<file path="config.mk">
export PLATFORM = sky130hd
export DESIGN_NAME = nand_ecc_accum
export DESIGN_NICKNAME = d
export VERILOG_FILES = /design/src/rtl/nand_ecc_pkg.sv /design/src/rtl/ecc_byte_parity.sv /design/src/rtl/ecc_step_acc.sv /design/src/rtl/ecc_reg_if.sv /design/src/rtl/nand_ecc_accum.sv
export SDC_FILE = /design/constraint.sdc
export NUM_CORES = 1
export LEC_CHECK = 0
export BUFFER_PORTS_ARGS = -buffer_cell sky130_fd_sc_hd__buf_2
export CORE_AREA = 2 2 76 78
export CTS_CLUSTER_SIZE = 28
export DETAILED_ROUTE_END_ITERATION = 8
export DIE_AREA = 0 0 78 80
export PLACE_DENSITY = 0.59
export SYNTH_ARGS = -nofsm -noshare
export SYNTH_HDL_FRONTEND = slang
export SYNTH_SLANG_ARGS = --single-unit
</file>
<file path="constraint.sdc">
create_clock -name clk_i -period 2.9 [get_ports clk_i]
set_input_delay 0.725 -clock clk_i [delete_from_list [all_inputs] [get_ports clk_i]]
set_output_delay 0.725 -clock clk_i [all_outputs]
set_load 0.05 [all_outputs]
</file>
<file path="src/rtl/nand_ecc_pkg.sv">
package nand_ecc_pkg;
  localparam int DATA_W = 8;
  localparam int ADDR_W = 8;

  localparam logic [ADDR_W-1:0] OFS_LP_LO = 8'h00;
  localparam logic [ADDR_W-1:0] OFS_LP_HI = 8'h04;
  localparam logic [ADDR_W-1:0] OFS_CP    = 8'h08;
  localparam logic [ADDR_W-1:0] OFS_CNT   = 8'h0C;
  localparam logic [ADDR_W-1:0] OFS_CLR   = 8'h10;
  localparam logic [ADDR_W-1:0] OFS_DATA  = 8'h14;

  typedef enum logic [2:0] {
    SEL_NONE,
    SEL_LP_LO,
    SEL_LP_HI,
    SEL_CP,
    SEL_CNT,
    SEL_CLR,
    SEL_DATA
  } reg_sel_e;
endpackage

</file>
<file path="src/rtl/ecc_byte_parity.sv">
module ecc_byte_parity #(
  parameter int DATA_W = 8,
  localparam int POS_W = $clog2(DATA_W),
  localparam int CP_W  = 2 * POS_W
) (
  input  logic [DATA_W-1:0] byte_i,
  output logic [CP_W-1:0]   cp_o,
  output logic              rp_o
);
  always_comb begin
    cp_o = '0;
    for (int j = 0; j < POS_W; j++) begin
      for (int b = 0; b < DATA_W; b++) begin
        if (((b >> j) & 1) == 1) cp_o[2*j+1] = cp_o[2*j+1] ^ byte_i[b];
        else                     cp_o[2*j]   = cp_o[2*j]   ^ byte_i[b];
      end
    end
  end

  assign rp_o = ^byte_i;
endmodule

</file>
<file path="src/rtl/ecc_step_acc.sv">
module ecc_step_acc #(
  parameter int CNT_W = 8,
  parameter int CP_W  = 6,
  localparam int LP_W = 2 * CNT_W
) (
  input  logic             clk_i,
  input  logic             rst_ni,
  input  logic             clear_i,
  input  logic             step_i,
  input  logic             rp_i,
  input  logic [CP_W-1:0]  cp_i,
  output logic [LP_W-1:0]  lp_o,
  output logic [CP_W-1:0]  cp_o,
  output logic [CNT_W-1:0] cnt_o
);
  logic [CNT_W-1:0] cnt_q;
  logic [LP_W-1:0]  lp_q, lp_mask;
  logic [CP_W-1:0]  cp_q;

  // each index bit steers row parity into one of its pair
  for (genvar k = 0; k < CNT_W; k++) begin : g_mask
    assign lp_mask[2*k]   = ~cnt_q[k];
    assign lp_mask[2*k+1] =  cnt_q[k];
  end

  always_ff @(posedge clk_i or negedge rst_ni) begin
    if (!rst_ni) begin
      cnt_q <= '0;
      lp_q  <= '0;
      cp_q  <= '0;
    end else if (clear_i) begin
      cnt_q <= '0;
      lp_q  <= '0;
      cp_q  <= '0;
    end else if (step_i) begin
      cnt_q <= cnt_q + 1'b1;
      cp_q  <= cp_q ^ cp_i;
      if (rp_i) lp_q <= lp_q ^ lp_mask;
    end
  end

  assign lp_o  = lp_q;
  assign cp_o  = cp_q;
  assign cnt_o = cnt_q;

  p_cnt_inc_r2: assert property (@(posedge clk_i) disable iff (!rst_ni)
    (step_i && !clear_i) |=> (cnt_q == CNT_W'($past(cnt_q) + 1'b1)));

  p_cnt_hold_r2: assert property (@(posedge clk_i) disable iff (!rst_ni)
    (!step_i && !clear_i) |=> $stable(cnt_q));

  p_cnt_wrap_r3: assert property (@(posedge clk_i) disable iff (!rst_ni)
    (step_i && !clear_i && (&cnt_q)) |=> (cnt_q == '0));
endmodule

</file>
<file path="src/rtl/ecc_reg_if.sv">
module ecc_reg_if
  import nand_ecc_pkg::*;
#(
  parameter int LP_W  = 16,
  parameter int CP_W  = 6,
  parameter int CNT_W = 8
) (
  input  logic              req_i,
  input  logic              we_i,
  input  logic [ADDR_W-1:0] addr_i,
  input  logic [DATA_W-1:0] wdata_i,
  input  logic [DATA_W-1:0] flash_dq_i,
  input  logic [LP_W-1:0]   lp_i,
  input  logic [CP_W-1:0]   cp_i,
  input  logic [CNT_W-1:0]  cnt_i,
  output logic [DATA_W-1:0] rdata_o,
  output logic [DATA_W-1:0] byte_o,
  output logic              clear_o,
  output logic              step_o,
  output logic              flash_we_o,
  output logic              flash_re_o
);
  reg_sel_e sel;

  always_comb begin
    unique case (addr_i)
      OFS_LP_LO: sel = SEL_LP_LO;
      OFS_LP_HI: sel = SEL_LP_HI;
      OFS_CP:    sel = SEL_CP;
      OFS_CNT:   sel = SEL_CNT;
      OFS_CLR:   sel = SEL_CLR;
      OFS_DATA:  sel = SEL_DATA;
      default:   sel = SEL_NONE;
    endcase
  end

  assign clear_o    = req_i & we_i & (sel == SEL_CLR);
  assign flash_we_o = req_i & we_i & (sel == SEL_DATA);
  assign flash_re_o = req_i & ~we_i & (sel == SEL_DATA);
  assign step_o     = flash_we_o | flash_re_o;
  assign byte_o     = we_i ? wdata_i : flash_dq_i;

  always_comb begin
    rdata_o = '0;
    case (sel)
      SEL_LP_LO: rdata_o = lp_i[7:0];
      SEL_LP_HI: rdata_o = lp_i[15:8];
      SEL_CP:    rdata_o[CP_W-1:0] = cp_i;
      SEL_CNT:   rdata_o[CNT_W-1:0] = cnt_i;
      SEL_DATA:  rdata_o = flash_dq_i;
      default:   rdata_o = '0;
    endcase
  end
endmodule

</file>
<file path="src/rtl/nand_ecc_accum.sv">
module nand_ecc_accum
  import nand_ecc_pkg::*;
#(
  parameter int CNT_W = 8,
  localparam int LP_W = 2 * CNT_W,
  localparam int CP_W = 2 * $clog2(DATA_W)
) (
  input  logic              clk_i,
  input  logic              rst_ni,
  input  logic              req_i,
  input  logic              we_i,
  input  logic [ADDR_W-1:0] addr_i,
  input  logic [DATA_W-1:0] wdata_i,
  output logic [DATA_W-1:0] rdata_o,
  input  logic [DATA_W-1:0] flash_dq_i,
  output logic [DATA_W-1:0] flash_dq_o,
  output logic              flash_we_o,
  output logic              flash_re_o
);
  logic [DATA_W-1:0] byte_w;
  logic              clear_w, step_w, rp_w;
  logic [CP_W-1:0]   cp_byte_w, cp_acc_w;
  logic [LP_W-1:0]   lp_acc_w;
  logic [CNT_W-1:0]  cnt_w;

  ecc_reg_if #(.LP_W(LP_W), .CP_W(CP_W), .CNT_W(CNT_W)) u_regs (
    .req_i, .we_i, .addr_i, .wdata_i, .flash_dq_i,
    .lp_i(lp_acc_w), .cp_i(cp_acc_w), .cnt_i(cnt_w),
    .rdata_o, .byte_o(byte_w), .clear_o(clear_w), .step_o(step_w),
    .flash_we_o, .flash_re_o
  );

  ecc_byte_parity #(.DATA_W(DATA_W)) u_par (
    .byte_i(byte_w), .cp_o(cp_byte_w), .rp_o(rp_w)
  );

  ecc_step_acc #(.CNT_W(CNT_W), .CP_W(CP_W)) u_acc (
    .clk_i, .rst_ni, .clear_i(clear_w), .step_i(step_w),
    .rp_i(rp_w), .cp_i(cp_byte_w),
    .lp_o(lp_acc_w), .cp_o(cp_acc_w), .cnt_o(cnt_w)
  );

  assign flash_dq_o = wdata_i;

  p_clear_r6: assert property (@(posedge clk_i) disable iff (!rst_ni)
    (req_i && we_i && addr_i == OFS_CLR) |=>
      (lp_acc_w == '0 && cp_acc_w == '0 && cnt_w == '0));

  p_cp_upper_r7: assert property (@(posedge clk_i) disable iff (!rst_ni)
    (req_i && !we_i && addr_i == OFS_CP) |-> (rdata_o[7:6] == 2'b00));

  p_strobe_excl_r9: assert property (@(posedge clk_i) disable iff (!rst_ni)
    !(flash_we_o && flash_re_o));
endmodule

</file>
==> results of run 1 <==
==> repair_timing <==
item	in CTS	in global routing
hold endpoints to repair	0	0
setup endpoints to repair	0	5
resized for setup	0	8
==> logic make-up after synthesis <==
kind of cell | count (synthesis)
simple gates | 74
compound gates | 71
flops | 30
xor+xnor | 28
buf+inv | 23
mux | 11
fa+ha+maj | 1
==> registers in the layout, summed over array words and instances (netlist names) <==
register     cells
u_acc.cnt_o      8
u_acc.lp_o      16
u_acc.cp_o       6
==> synth_stat cells <==
cell	number
and3_1	1
nor2b_1	4
buf_4	8
nand3_1	5
o32ai_1	1
nor4b_2	1
nand2b_1	2
a22oi_1	4
or3_1	10
xnor2_1	11
nor4b_1	1
clkbuf_1	9
and4_1	1
a21oi_1	22
ha_1	1
o41ai_1	1
or4_1	9
nor2_1	13
buf_1	1
a31oi_1	1
and2_1	1
mux2_2	3
o21ai_0	18
o22ai_1	3
o311ai_0	1
buf_2	4
o31ai_1	11
nand4_1	4
dfrtp_1	30
nand2_1	22
mux2i_1	8
buf_6	1
xor2_1	17
o211ai_1	6
a222oi_1	3
==> power by group through the flow <==
stage | Clock (mW) | Sequential, mW | Combinational, mW
final | 0.434 | 0.451 | 0.285
after global routing | 0.460 | 0.453 | 0.310
after CTS | 0.440 | 0.450 | 0.283
after detailed placement | 0 | 0.458 | 0.280
after global placement | 0 | 0.458 | 0.277
after floorplan | 0 | 0.453 | 0.193
==> final cells by class <==
cell class                      count  area (sq um)
Fill cell                         533          2834
Timing Repair Buffer               64         392.9
Clock inverter                      1         30.03
Tap cell                           72         90.09
Multi-Input combinational cell    185          1225
Sequential cell                    30         750.7
Clock buffer                        6         82.58
==> cells in the final DEF (no fill, tap or decap), types with 8 or more instances in the layout <==
cell / count
dfrtp_1: 30
buf_2: 40
buf_4: 20
o31ai_1: 11
xnor2_1: 10
a21oi_1: 22
o21ai_0: 14
or4_1: 9
mux2i_1: 8
nor2_1: 11
or3_1: 10
nand2_1: 22
xor2_1: 17
==> metal layers <==
| metal | global-route usage, % | routed length, um |
|---|---|---|
| met1 | 26.60 | 2791 |
| met4 | 5.789 | 53 |
| met2 | 31.72 | 2644 |
| met5 | 0 | 0 |
| met3 | 3.394 | 307 |
==> through the flow <==
step	worst slack [ns]	util [%]
final	0.1094	47.57
after global routing	-0.02810	47.57
after CTS	0.02916	47.29
after detailed placement	0.03568	45.21
after global placement	0.02973	45.21
after floorplan	-0.1843	-
==> worst max-delay path, cell delays in order <==
cell	delay, ns
buf_2	0.09
nor2_1	0.12
nor4b_1	0.24
buf_4	0.17
nand2b_1	0.16
buf_4	0.19
o21ai_1	0.12
clkbuf_4	0.24
==> worst max path at each step <==
stage | from | endpoint
3_5_place_dp | addr_i[6] | rdata_o[5]
3_3_place_gp | addr_i[6] | rdata_o[5]
2_1_floorplan | addr_i[5] | rdata_o[1]
4_1_cts | addr_i[6] | rdata_o[5]
6_report | addr_i[5] | rdata_o[0]
5_1_grt | addr_i[5] | rdata_o[3]
==> impl_metrics.toml, run 1 <==
[sta]
period_share_pct = 96.23
tightest_slew_ns = 0.9931
min_period_ns = 2.791
setup_viol = 0
hold_viol = 0
finalClockSkew_ns = 0.007948
relSlewSlack_pct = 33.46
max_freq_mhz = 358.4
fin_tns_setup_ns = 0
finalMaxSlewViolations = 0
fin_hold_ws_ns = 0.4782
rsz0062_at_grt = "yes"

[grt]
grt_pass1_vias = 1881
grt_max_degree = 31
grt_usage_pct = 19.50
gr-total-overflow = 0
antenna_found_initial = 0
grt_pass1_wl_mm = 9.432

[worst_setup_path]
worstPathArrival_ns = 2.07
rr_startpoint = "u_acc.cnt_o[2]"
r2r_end = "u_acc.cnt_o[7]"
end_kind = "primary output"
r2r_slack_ns = 1.45
startpoint_type = "primary input"
path_max_fanout = 6
cp.required_ns = 2.17
crit_type = "primary input to primary output"
rr_worst_depth = 4

[power_and_ir_drop]
seq_power_share_pct = 38.5
power_leakage_nw = 1.122
p_int_mw = 0.8155
p_comb_share_pct = 24.4
p_per_area_nw_per_um2 = 455.1
ir_drop_mv = 0.3668
p_clk_share_pct = 37.1
switching_share_pct = 30.30
p_switching_mw = 0.3546
p_total_mw = 1.170

[floorplan]
initial_core_util_pct = 38.56
die_y_um = 80
die_area_sq_um = 6240
io_pins = 46
core_area_sq_um = 5405
num_rows = 27
die_w_um = 78

[synthesis]
synthMuxAreaShare_pct = 5.462
ys_warn_count = 0
synth-seq-area-share_pct = 36.01
synth_compound_area_share_pct = 21.07
synthXorXnorAreaFrac_pct = 11.76
synth_area_leaders = "dfrtp_1 36%, xor2_1 7.1%, a21oi_1 5.3%"
netlist_area_sq_um = 2084
syn_nets = 267
synth.largest_area_cell = "dfrtp_1"
synth-adder-area-share_pct = 0.6002
netlist_instances = 238
postSynthAreaPerCell_sq_um = 8.758
synth_top_area_share_pct = 36.01
synth-seq-cells = 30
synth_top_family_by_area = "compound AO/OA/AOI/OAI gates"
synthDistinctLibCells = 35
synth_simple_gate_area_share_pct = 18.91

[clock_tree]
cts_buffers = 5
htree_levels = 2
clock_latency_ns = 0.29
ctsLongestPathBuffers = 2
clkTransAtPathRegs_ns = 0.07
postCtsSetupBuffers = 0
cts_tree = "built"
cts-root-buf = "clkbuf_8"
clock-sinks = 30
cts_hold_buf = 0

[route]
vias = 1971
drt_iter0_drc = 175
viasPerCell = 5.506
wl_per_cell_um = 16.19
antenna_left = 0
totalWireLength_mm = 5.796
firstDrtPassIters = 4
drcViolationCount = 0

[worst_hold_path]
min_path_type = "primary input to asynchronous set/reset pin"

[final_layout]
layout-drive-gt1-share_pct = 27.62
finalInstanceArea_sq_um = 2571
insertedDiodeCount = 0
nets = 315
area_growth_syn_to_layout_pct = 23.35
final_cells = 358

[placed_design]
hpwlAfterDp_mm = 4.107
io_buffers = 45
gp_congestion = 0.8076
placed_cells_incl_taps = 351
placed_area_sq_um = 2444

[job]
cap_violations = 0

[run_status]
status = "finished clean"
(Power assumes the default switching activity.)
==> run 2: changes to the inputs <==
Settings changed: ABC_AREA set to 1, CORE_AREA 2 2 76 78 to 2 2 86 88, DIE_AREA 0 0 78 80 to 0 0 88 90, PLACE_DENSITY 0.59 to 0.58.
==> run 2 against run 1 <==
- combinational power decreased by 7.7%
- power is 3.3% lower
- design area grew 19%
- sequential power grew 0.9%
- clock power down 4.8%
- sequential share of layout area fell by 4.6 points
- clock-buffer cell count rose by 1
- setup slack gained 0.022 ns
- first-iteration DRC count grew 8.6%
- critical path type unchanged
==> impl_metrics.toml, run 2 <==
[worst_setup_path]
r2r_end = "u_acc.cnt_o[7]"
worstPathArrival_ns = 2.04
rr_startpoint = "u_acc.cnt_o[2]"
end_kind = "primary output"
path_max_fanout = 6
startpoint_type = "primary input"
r2r_slack_ns = 1.37
rr_worst_depth = 7
cp.required_ns = 2.17
crit_type = "primary input to primary output"

[clock_tree]
cts_resized = 0
ctsLongestPathBuffers = 2
cts_hold_buf = 0
clock-sinks = 30
postCtsSetupBuffers = 0
cts_tree = "built"
cts-root-buf = "clkbuf_8"
cts_buffers = 5
clkTransAtPathRegs_ns = 0.06
htree_levels = 2
clock_latency_ns = 0.28

[sta]
max_freq_mhz = 361.2
rsz0062_at_grt = "no"
finalMaxSlewViolations = 0
relSlewSlack_pct = 52.25
tightest_slew_ns = 0.7162
finalClockSkew_ns = 0.001864
fin_tns_setup_ns = 0
min_period_ns = 2.769
hold_viol = 0
setup_viol = 0
period_share_pct = 95.48

[power_and_ir_drop]
ir_drop_mv = 0.2091
p_per_area_nw_per_um2 = 370.1
power_leakage_nw = 1.772
p_total_mw = 1.131

[placed_design]
hpwlAfterDp_mm = 5.589
gp_congestion = 0.8984
io_buffers = 45
placed_area_sq_um = 2945

[synthesis]
synth.most_common_cell = "nand2_1"
synth.largest_area_cell = "dfrtp_1"
postSynthAreaPerCell_sq_um = 6.639
synth-seq-area-share_pct = 27.45
netlist_top_cells_count = "130 x nand2_1, 46 x inv_1, 40 x nand3_1"
synthDistinctLibCells = 32
synthArstFlopShare_pct = 100.0
synth_top_area_share_pct = 27.45
syn_nets = 441
synth-seq-cells = 30
netlist_area_sq_um = 2735
synth_area_leaders = "dfrtp_1 27%, nand2_1 18%, nand3_1 7.3%"
synth-edff-count = 0
ys_warn_count = 0
synthFlopType = "dfrtp_1"
netlist_instances = 412

[floorplan]
io_pins = 46
die_y_um = 90
core_area_sq_um = 7020
die_area_sq_um = 7920
die_w_um = 88
initial_core_util_pct = 38.96
num_rows = 31

[final_layout]
layout-drive-gt1-share_pct = 22.87
area_growth_syn_to_layout_pct = 11.76
final_common_cell = "nand2_1"
insertedDiodeCount = 0
largest_reg_flops = 16
nets = 474
final_cell_mix = "130 x nand2_1, 46 x inv_1, 43 x buf_2"
finalInstanceArea_sq_um = 3057

[grt]
antenna_found_initial = 0
grt_usage_pct = 18.84
grt_pass1_vias = 2443
grt_max_degree = 32
grt_pass1_wl_mm = 11.83
gr-total-overflow = 0

[route]
totalWireLength_mm = 7.137
wl_per_cell_um = 13.10
vias = 2654
viasPerCell = 4.870
drcViolationCount = 0
drt_iter0_drc = 190
firstDrtPassIters = 5
antenna_left = 0

[job]
cap_violations = 0

[run_status]
status = "finished clean"

[worst_hold_path]
min_path_type = "primary input to asynchronous set/reset pin"
==> run 2: critical path, stage by stage <==
cell	delay, ns
buf_2	0.09
inv_1	0.10
nand3_1	0.09
inv_1	0.14
nand2_1	0.19
inv_1	0.17
nand2_1	0.06
o21ai_0	0.09
a211o_1	0.12
buf_2	0.25
==> run 2: per-stage QoR <==
stage | setup WS (ns) | hold WS [ns] | utilization (%) | cells
floorplan | 0.07787 | 0.4294 | - | 412
global route | 0.0004938 | 0.5406 | 43.54 | 545
finish | 0.1311 | 0.4906 | 43.54 | 545
CTS | 0.1358 | 0.5242 | 43.47 | 545
global placement | 0.1361 | 0.5062 | 41.95 | 537
detailed placement | 0.1468 | 0.5133 | 41.95 | 537
==> run 2: layer usage <==
layer  wire [um]  track usage (%)  vias up
li1            -                -     1371
met1        3475            27.89     1195
met2        3232            28.85       82
met3         354            3.581        6
met4          74            3.077        0
met5           0                0        -
==> run 2: cell families after synthesis <==
family          share of synthesized area, %
simple gates                           44.65
buf+inv                                13.86
compound gates                         7.182
flops                                  27.45
xor+xnor                               6.404
fa+ha+maj                             0.4574
==> run 2: how the worst max path moves through the flow <==
| stage | start | end | slack (ns) | cells after the start |
|---|---|---|---|---|
| finish | addr_i[4] | rdata_o[0] | 0.13 | 10 |
| global route | addr_i[0] | rdata_o[6] | 0.0005 | 9 |
| CTS | addr_i[4] | rdata_o[0] | 0.14 | 10 |
| detailed placement | addr_i[4] | rdata_o[0] | 0.15 | 10 |
| global placement | addr_i[4] | rdata_o[4] | 0.14 | 10 |
| floorplan | addr_i[1] | flash_re_o | 0.08 | 7 |
==> run 2: layout make-up <==
type                       instances  area [sq um]
inverter                          50         195.2
clock inverter                     1         30.03
timing repair buffer              51         275.3
sequential                        30         750.7
clock buffer                       7         76.32
fill                             748          3964
tap                               99         123.9
multi-input combinational        307          1605
==> run 2: where the power goes <==
| part | switching [mW] | leakage [nW] | internal [mW] |
|---|---|---|---|
| registers | 0.0205 | 0.376 | 0.435 |
| logic | 0.176 | 1.34 | 0.0869 |
| clock network | 0.156 | 0.0524 | 0.257 |
| total | 0.353 | 1.77 | 0.779 |
